$ cat src/rtl/sci_pkg.sv
`timescale 1ns/1ps
package sci_pkg;
    localparam int ADDR_W = 3;
    localparam int BUS_W  = 8;
    localparam int OVS    = 16;   // sample ticks per bit, power of two

    localparam logic [ADDR_W-1:0] A_BAUD = 3'd0;
    localparam logic [ADDR_W-1:0] A_CTL1 = 3'd1;
    localparam logic [ADDR_W-1:0] A_CTL2 = 3'd2;
    localparam logic [ADDR_W-1:0] A_STAT = 3'd3;
    localparam logic [ADDR_W-1:0] A_DATA = 3'd4;

    // control 1 fields
    localparam int C1_R8 = 7;
    localparam int C1_T8 = 6;
    localparam int C1_M  = 4;
    // control 2 fields
    localparam int C2_TIE  = 7;
    localparam int C2_TCIE = 6;
    localparam int C2_RIE  = 5;
    localparam int C2_ILIE = 4;
    localparam int C2_TE   = 3;
    localparam int C2_RE   = 2;

    localparam logic [BUS_W-1:0] BOOT_BAUD = 8'h33;
    localparam logic [BUS_W-1:0] BOOT_CTL2 = 8'h12;

    typedef struct packed {
        logic tdre;
        logic tc;
        logic rdrf;
        logic idle;
        logic ovr;
        logic nf;
        logic fe;
    } sci_stat_t;

    localparam sci_stat_t STAT_RST  = '{tdre: 1'b1, tc: 1'b1, default: 1'b0};
    localparam sci_stat_t RX_FLAGS  = '{tdre: 1'b0, tc: 1'b0, default: 1'b1};

    typedef struct packed {
        logic [8:0] data;
        logic       ferr;
    } rx_char_t;

    function automatic logic [3:0] frame_len(input logic nine);
        return nine ? 4'd11 : 4'd10;
    endfunction

    function automatic logic [BUS_W-1:0] stat_byte(input sci_stat_t s);
        return {s, 1'b0};
    endfunction
endpackage

$ cat src/rtl/sci_tx.sv
`timescale 1ns/1ps
module sci_tx
    import sci_pkg::*;
(
    input  logic       clk,
    input  logic       rst,
    input  logic       bit_tick,
    input  logic       go,
    input  logic       nine,
    input  logic [8:0] payload,
    output logic       txd,
    output logic       started,
    output logic       finished
);
    logic        busy_q;
    logic [10:0] sh_q;
    logic [3:0]  left_q;

    assign started  = bit_tick && !busy_q && go;
    assign finished = bit_tick && busy_q && (left_q == 4'd0);
    assign txd      = busy_q ? sh_q[0] : 1'b1;

    always_ff @(posedge clk) begin
        if (rst) begin
            busy_q <= 1'b0;
            sh_q   <= '1;
            left_q <= '0;
        end else if (bit_tick) begin
            if (!busy_q) begin
                if (go) begin
                    busy_q <= 1'b1;
                    sh_q   <= nine ? {1'b1, payload, 1'b0}
                                   : {2'b11, payload[7:0], 1'b0};
                    left_q <= frame_len(nine) - 4'd1;
                end
            end else if (left_q == 4'd0) begin
                busy_q <= 1'b0;
            end else begin
                sh_q   <= {1'b1, sh_q[10:1]};
                left_q <= left_q - 4'd1;
            end
        end
    end
endmodule

$ cat src/rtl/sci_rx.sv
`timescale 1ns/1ps
module sci_rx
    import sci_pkg::*;
#(
    parameter int OVS_N = OVS
) (
    input  logic     clk,
    input  logic     rst,
    input  logic     tick,
    input  logic     en,
    input  logic     nine,
    input  logic     rxd,
    output logic     done,
    output rx_char_t ch,
    output logic     idle_hit
);
    localparam int PH_W = $clog2(OVS_N);
    localparam int MID  = OVS_N / 2 - 1;
    localparam int QW   = $clog2(11 * OVS_N + 1);

    logic            s1_q, s2_q, prev_q;
    logic            active_q, nine_q, armed_q;
    logic [PH_W-1:0] ph_q;
    logic [3:0]      bi_q, last_q;
    logic [8:0]      bits_q;
    logic [QW-1:0]   quiet_q;
    logic [QW-1:0]   idle_lim;
    logic            line, fall, at_mid;

    assign line     = s2_q;
    assign fall     = prev_q && !line;
    assign at_mid   = active_q && (ph_q == PH_W'(MID));
    assign idle_lim = QW'(frame_len(nine_q)) * QW'(OVS_N);

    assign done     = tick && en && at_mid && (bi_q == last_q);
    assign ch.data  = nine_q ? bits_q : {1'b0, bits_q[7:0]};
    assign ch.ferr  = !line;
    assign idle_hit = tick && en && !active_q && armed_q && line
                      && (quiet_q == idle_lim - QW'(1));

    // two-stage synchroniser, edge reference updated on sample ticks
    always_ff @(posedge clk) begin
        if (rst) begin
            s1_q   <= 1'b1;
            s2_q   <= 1'b1;
            prev_q <= 1'b1;
        end else begin
            s1_q <= rxd;
            s2_q <= s1_q;
            if (tick) prev_q <= s2_q;
        end
    end

    always_ff @(posedge clk) begin
        if (rst || !en) begin
            active_q <= 1'b0;
            nine_q   <= 1'b0;
            armed_q  <= 1'b0;
            ph_q     <= '0;
            bi_q     <= '0;
            last_q   <= '0;
            bits_q   <= '0;
            quiet_q  <= '0;
        end else if (tick) begin
            if (!active_q) begin
                if (fall) begin
                    active_q <= 1'b1;
                    ph_q     <= PH_W'(1);
                    bi_q     <= '0;
                    nine_q   <= nine;
                    last_q   <= frame_len(nine) - 4'd1;
                    quiet_q  <= '0;
                end else if (armed_q) begin
                    if (!line)         quiet_q <= '0;
                    else if (idle_hit) armed_q <= 1'b0;
                    else               quiet_q <= quiet_q + QW'(1);
                end
            end else begin
                ph_q <= ph_q + PH_W'(1);
                if (at_mid) begin
                    if (bi_q == 4'd0) begin
                        if (line) active_q <= 1'b0;   // false start
                    end else if (bi_q == last_q) begin
                        active_q <= 1'b0;
                        armed_q  <= 1'b1;
                        quiet_q  <= '0;
                    end else begin
                        bits_q[bi_q - 4'd1] <= line;
                    end
                    bi_q <= bi_q + 4'd1;
                end
            end
        end
    end
endmodule

$ cat src/rtl/sci_regs.sv
`timescale 1ns/1ps
module sci_regs
    import sci_pkg::*;
(
    input  logic              clk,
    input  logic              rst,
    input  logic              boot_mode,
    input  logic [ADDR_W-1:0] bus_addr,
    input  logic              bus_wr,
    input  logic              bus_rd,
    input  logic [BUS_W-1:0]  bus_wdata,
    output logic [BUS_W-1:0]  bus_rdata,
    input  logic              tx_started,
    input  logic              tx_finished,
    input  logic              rx_done,
    input  rx_char_t          rx_ch,
    input  logic              rx_idle,
    output logic              tx_go,
    output logic [8:0]        tx_payload,
    output logic              nine,
    output logic              rx_en,
    output sci_stat_t         stat,
    output logic [BUS_W-1:0]  ctl2_o,
    output logic              irq
);
    logic [BUS_W-1:0] baud_q, ctl2_q, rxd_q;
    logic [BUS_W-2:0] ctl1_q;
    logic             r8_q, pend_q;
    logic [8:0]       txb_q;
    sci_stat_t        cap_q;

    always_ff @(posedge clk) begin
        if (rst) begin
            baud_q <= boot_mode ? BOOT_BAUD : '0;
            ctl2_q <= boot_mode ? BOOT_CTL2 : '0;
            ctl1_q <= '0;
            stat   <= STAT_RST;
            cap_q  <= '0;
            rxd_q  <= '0;
            r8_q   <= 1'b0;
            txb_q  <= '0;
            pend_q <= 1'b0;
        end else begin
            // second step of the clearing sequence
            if (bus_rd && bus_addr == A_DATA) begin
                stat.rdrf <= stat.rdrf & ~cap_q.rdrf;
                stat.idle <= stat.idle & ~cap_q.idle;
                stat.ovr  <= stat.ovr  & ~cap_q.ovr;
                stat.nf   <= stat.nf   & ~cap_q.nf;
                stat.fe   <= stat.fe   & ~cap_q.fe;
                cap_q     <= '0;
            end
            if (bus_rd && bus_addr == A_STAT) cap_q <= stat & RX_FLAGS;

            if (bus_wr) begin
                case (bus_addr)
                    A_BAUD: baud_q <= bus_wdata;
                    A_CTL1: ctl1_q <= bus_wdata[BUS_W-2:0];
                    A_CTL2: ctl2_q <= bus_wdata;
                    A_DATA: if (stat.tdre) begin
                        txb_q     <= {ctl1_q[C1_T8], bus_wdata};
                        pend_q    <= 1'b1;
                        stat.tdre <= 1'b0;
                    end
                    default: ;
                endcase
            end

            if (tx_started) begin
                pend_q  <= 1'b0;
                stat.tc <= 1'b0;
            end
            if (tx_finished) begin
                stat.tdre <= 1'b1;
                stat.tc   <= 1'b1;
            end

            if (rx_idle) stat.idle <= 1'b1;
            if (rx_done) begin
                if (stat.rdrf) stat.ovr <= 1'b1;
                stat.rdrf <= 1'b1;
                if (rx_ch.ferr) stat.fe <= 1'b1;
                rxd_q <= rx_ch.data[7:0];
                r8_q  <= rx_ch.data[8];
                cap_q <= '0;
            end
        end
    end

    always_comb begin
        case (bus_addr)
            A_BAUD:  bus_rdata = baud_q;
            A_CTL1:  bus_rdata = {r8_q, ctl1_q};
            A_CTL2:  bus_rdata = ctl2_q;
            A_STAT:  bus_rdata = stat_byte(stat);
            A_DATA:  bus_rdata = rxd_q;
            default: bus_rdata = '0;
        endcase
    end

    assign irq = (ctl2_q[C2_TIE]  && stat.tdre)
              || (ctl2_q[C2_TCIE] && stat.tc)
              || (ctl2_q[C2_RIE]  && (stat.rdrf || stat.ovr))
              || (ctl2_q[C2_ILIE] && stat.idle);

    assign tx_go      = pend_q && ctl2_q[C2_TE];
    assign tx_payload = txb_q;
    assign nine       = ctl1_q[C1_M];
    assign rx_en      = ctl2_q[C2_RE];
    assign ctl2_o     = ctl2_q;
endmodule

$ cat src/rtl/sci_ctrl.sv
`timescale 1ns/1ps
module sci_ctrl
    import sci_pkg::*;
(
    input  logic              clk,
    input  logic              rst,
    input  logic              boot_mode,
    input  logic              smp_tick,
    input  logic              bit_tick,
    input  logic [ADDR_W-1:0] bus_addr,
    input  logic              bus_wr,
    input  logic              bus_rd,
    input  logic [BUS_W-1:0]  bus_wdata,
    output logic [BUS_W-1:0]  bus_rdata,
    input  logic              rxd,
    output logic              txd,
    output logic              irq
);
    logic             tx_go, tx_started, tx_finished, nine, rx_en;
    logic             rx_done, rx_idle;
    logic [8:0]       txbuf_w;
    rx_char_t         rx_ch;
    sci_stat_t        stat_w;
    logic [BUS_W-1:0] ctl2_w;

    sci_regs u_regs (
        .clk(clk), .rst(rst), .boot_mode(boot_mode),
        .bus_addr(bus_addr), .bus_wr(bus_wr), .bus_rd(bus_rd),
        .bus_wdata(bus_wdata), .bus_rdata(bus_rdata),
        .tx_started(tx_started), .tx_finished(tx_finished),
        .rx_done(rx_done), .rx_ch(rx_ch), .rx_idle(rx_idle),
        .tx_go(tx_go), .tx_payload(txbuf_w), .nine(nine), .rx_en(rx_en),
        .stat(stat_w), .ctl2_o(ctl2_w), .irq(irq)
    );

    sci_tx u_tx (
        .clk(clk), .rst(rst), .bit_tick(bit_tick), .go(tx_go),
        .nine(nine), .payload(txbuf_w), .txd(txd),
        .started(tx_started), .finished(tx_finished)
    );

    sci_rx #(.OVS_N(OVS)) u_rx (
        .clk(clk), .rst(rst), .tick(smp_tick), .en(rx_en), .nine(nine),
        .rxd(rxd), .done(rx_done), .ch(rx_ch), .idle_hit(rx_idle)
    );
endmodule

$ cat config.mk
export PLATFORM = sky130hd
export DESIGN_NAME = sci_ctrl
export DESIGN_NICKNAME = d
export VERILOG_FILES = /design/src/rtl/sci_pkg.sv /design/src/rtl/sci_tx.sv /design/src/rtl/sci_rx.sv /design/src/rtl/sci_regs.sv /design/src/rtl/sci_ctrl.sv
export SDC_FILE = /design/constraint.sdc
export NUM_CORES = 1
export LEC_CHECK = 0
export BUFFER_PORTS_ARGS = -buffer_cell sky130_fd_sc_hd__buf_2
export CAP_MARGIN = 30
export CORE_MARGIN = 2
export CORE_UTILIZATION = 35
export CTS_CLUSTER_DIAMETER = 120
export CTS_CLUSTER_SIZE = 10
export DETAILED_ROUTE_END_ITERATION = 12
export GPL_TIMING_DRIVEN = 0
export PLACE_DENSITY_LB_ADDON = 0.15
export SETUP_SLACK_MARGIN = 0.15
export SLEW_MARGIN = 10
export SYNTH_ARGS = -nofsm -noshare
export SYNTH_HDL_FRONTEND = slang
export SYNTH_SLANG_ARGS = --single-unit
$ cat constraint.sdc
create_clock -name clk -period 3.1 [get_ports clk]
set_input_delay 0.62 -clock clk [delete_from_list [all_inputs] [get_ports clk]]
set_output_delay 0.62 -clock clk [all_outputs]
set_load 0.02 [all_outputs]
==> results.md <==
* Hold_ws at between 0.4 and 0.5 ns
* MaxCap Viol Count at 0
* Grt ovf at 0
* Share of Yosys cell area claimed by the top area cell type at 35.7%
* Hold Crit Start: u_rx.s1_q
* Post-synth ARST share at 0%
* Initial Utilization at between 30% and 40%
* Slew margin rel. at 53.7%
* Worst slew pin tran at just under 0.7 ns
* Placer Congestion at 0.824
* Cell accounting for the most synthesized area: dfxtp_1
* Worst-case clock buffer depth at 2
* Final #Nets at roughly 600
* Register area share after synthesis at ~46%
* CTS tree: yes
* Synthesized Nets at around 550
* Die Area at 14700 µm²
* Synthesis-to-finish area growth at 13.2%
* Wire per inst at between 15 and 20 µm
* # Post-CTS Setup Buffers at 0
* Largest fanout on the critical path at 7
* Antenna cell count at 0
* Initial drt markers at approximately 210
* Static Leak at 0.00199 µW
* Post-synth EDFFs at 16
* CP Capture Type: primary output
* FP Rows at 42
* R2R setup slack at approximately 1.0 ns
* TritonCTS Buffers at 9
* Top FF cell, synth: dfxtp_1
* Startpoint Class: primary input
* Arr. time, crit path at around 2.0 ns
* Peak VDD IR at around 0.24 mV
* First drt pass iteration count at 5
* Fin Clk Skew at slightly below 0.007 ns
* Type of the worst setup path: primary input to primary output
* Reg-to-Reg End: u_rx.quiet_q[5]
* First-pass GRT wire length at between 15000 and 20000 µm
* Layout cell share with drive strength beyond 1 at 16.9%
* Final Setup Violations at 0
* Clock sinks at 102
* Final HPWL DP at slightly below 9000 µm
* FF-to-FF Start: u_rx.bi_q[0]
* Routed Wire Length at approximately 12000 µm
* Htree depth at 3
* Via count at 3852
* PwrDens at between 400 and 500 nW/µm²
* Yosys warning total at 0
* Post_cts resized at 0
* WHS Endpoint: u_rx.line
* Worst Hold Depth at 1
* Port buffer count at 27
* Synth Cell Area at roughly 4800 µm²
* Mapped Avg Cell Area at ~9.3 µm²
* Via-to-Cell Ratio at 5.22
* Synth area leaders: dfxtp_1, edfxtp_1, mux2i_1, nand2_1, nor2_1
* Die Width at 121 µm
* Clk Latency, worst-skew pair at roughly 0.35 ns
* Vias in the first global route at 3640
* Post-synth cell types at 64
* Synthesized instance count at a little over 500
* Utilization after layout at 40.9%
* Final setup TNS at 0 ns
* Root Buffer: clkbuf_16
* I/O pin cnt at 29
* Largest net degree at the start of global routing at 19
* Final min period at around 2.6 ns
* Clk slew on worst S/H paths at around 0.070 ns
* Initial antenna violation count at 0
* Core area at about 13000 µm²
* Reg2reg path depth at 7
* Hold Fails Final Rpt at 0
* Final ANT Viol Nets at 0
* Hold Crit Class: flop to flop
* Cts hold-fix bufs at 0
* CP required at around 2.5 ns
* RSZ-0062 raised after global routing: false
* Flops & latches, synth at 102
* Final Max Tran Viols at 0
* Tot Pwr at 2680 µW
* Die H at 121 µm
* Status: finished, final reports clean
* Gr usage total at 17.4%
* Final worst-path cycle share at between 80% and 90%
* # DRC at 0
* Fmax at between 300 and 400 MHz
[report_power, final]
group          switching, µW  leakage, µW  internal (µW)
clock network            534     0.000142            556
registers               17.6     0.000851           1380
logic                    125     0.000997           67.5
total                    677      0.00199           2000
[critical path, stage by stage]
cell	delay, ns
buf_2	0.12
nor2b_1	0.54
a22oi_1	0.21
o22ai_1	0.27
buf_2	0.23
[area by class of cell]
cell class	count	area, µm²
clock buffer	9	225
multi-input combinational	370	2390
timing repair buffer	27	135
inverter	16	60.1
buffer	31	171
fill	1341	7890
clock inverter	7	53.8
tap	176	220
sequential	102	2200
[state kept, by name (all words and copies together), names as in the netlist, 3 cells and up]
signal,cells
u_tx.sh_q,10
u_regs.tx_payload,9
u_rx.bits_q,9
u_regs.baud_q,8
u_regs.ctl2_o,8
u_regs.rxd_q,8
u_rx.quiet_q,8
u_regs.ctl1_q,7
u_regs.stat,7
u_regs.cap_q,5
u_rx.bi_q,4
u_rx.ph_q,4
u_tx.left_q,4
u_rx.last_q,3
[placed cells by master (no fill, tap or decap), types with 4 or more instances in the layout]
cell / n
or3_1: 5
nand2b_1: 12
nand2_2: 4
xor2_1: 6
nor3_2: 5
nand4b_1: 4
a21oi_1: 27
o22ai_1: 6
nor3_1: 5
buf_2: 37
inv_1: 16
a31oi_1: 7
mux2i_1: 29
mux2_2: 5
clkbuf_1: 15
dfxtp_1: 86
a22oi_1: 20
nor2_1: 52
nand2_1: 60
or2_2: 4
o21ai_0: 25
and3_1: 5
nor3b_1: 4
ha_1: 9
edfxtp_1: 16
nand3_1: 13
clkbuf_16: 9
a21oi_2: 5
nor2b_1: 13
[cell usage after synthesis (all sizes together), types with 5 or more instances]
cell type / instances
a21oi: 32
a22oi: 20
a31oi: 7
and3: 5
buf: 16
clkbuf: 15
dfxtp: 86
edfxtp: 16
ha: 9
inv: 16
mux2: 5
mux2i: 29
nand2: 64
nand2b: 12
nand3: 14
nand4b: 5
nor2: 53
nor2b: 13
nor3: 10
o21ai: 27
o22ai: 6
or3: 5
xor2: 6
[per-stage QoR]
stage / cells / area [µm²] / setup slack, ns
global placement: 722 / 5180 / 0.534
finish: 738 / 5460 / 0.481
floorplan: 519 / 4820 / 0.871
detailed placement: 722 / 5180 / 0.524
global route: 738 / 5460 / 0.442
CTS: 738 / 5460 / 0.522
[cell families (layout without fill, tap and decap cells)]
| family | Yosys count | after routing | synth area share (%) |
|---|---|---|---|
| simple gates | 197 | 197 | 20.5 |
| compound gates | 118 | 118 | 16.6 |
| flops | 102 | 102 | 45.7 |
| buf+inv | 47 | 90 | 4.80 |
| mux | 36 | 36 | 8.12 |
| xor+xnor | 10 | 10 | 1.97 |
| fa+ha+maj | 9 | 9 | 2.34 |
[per-layer routing]
| metal | routed length (µm) | share of wire, % | vias to the layer above | global-route usage (%) |
|---|---|---|---|---|
| met4 | 180 | 1.5 | 0 | 6.18 |
| met1 | 6080 | 51 | 1846 | 25.9 |
| met3 | 478 | 4.0 | 13 | 2.63 |
| li1 | - | - | 1925 | - |
| met2 | 5180 | 43 | 68 | 25.4 |
| met5 | 0 | 0 | - | 0 |
[how the worst max path moves through the flow]
stage	cells after the start	slack, ns	endpoint	startpoint
CTS	5	0.52	bus_rdata[1]	bus_addr[2]
floorplan	4	0.87	bus_rdata[5]	bus_addr[1]
global placement	5	0.53	bus_rdata[1]	bus_addr[2]
detailed placement	5	0.52	bus_rdata[1]	bus_addr[2]
finish	5	0.48	bus_rdata[1]	bus_addr[2]
global route	5	0.44	bus_rdata[1]	bus_addr[2]
(Power assumes the default switching activity.)
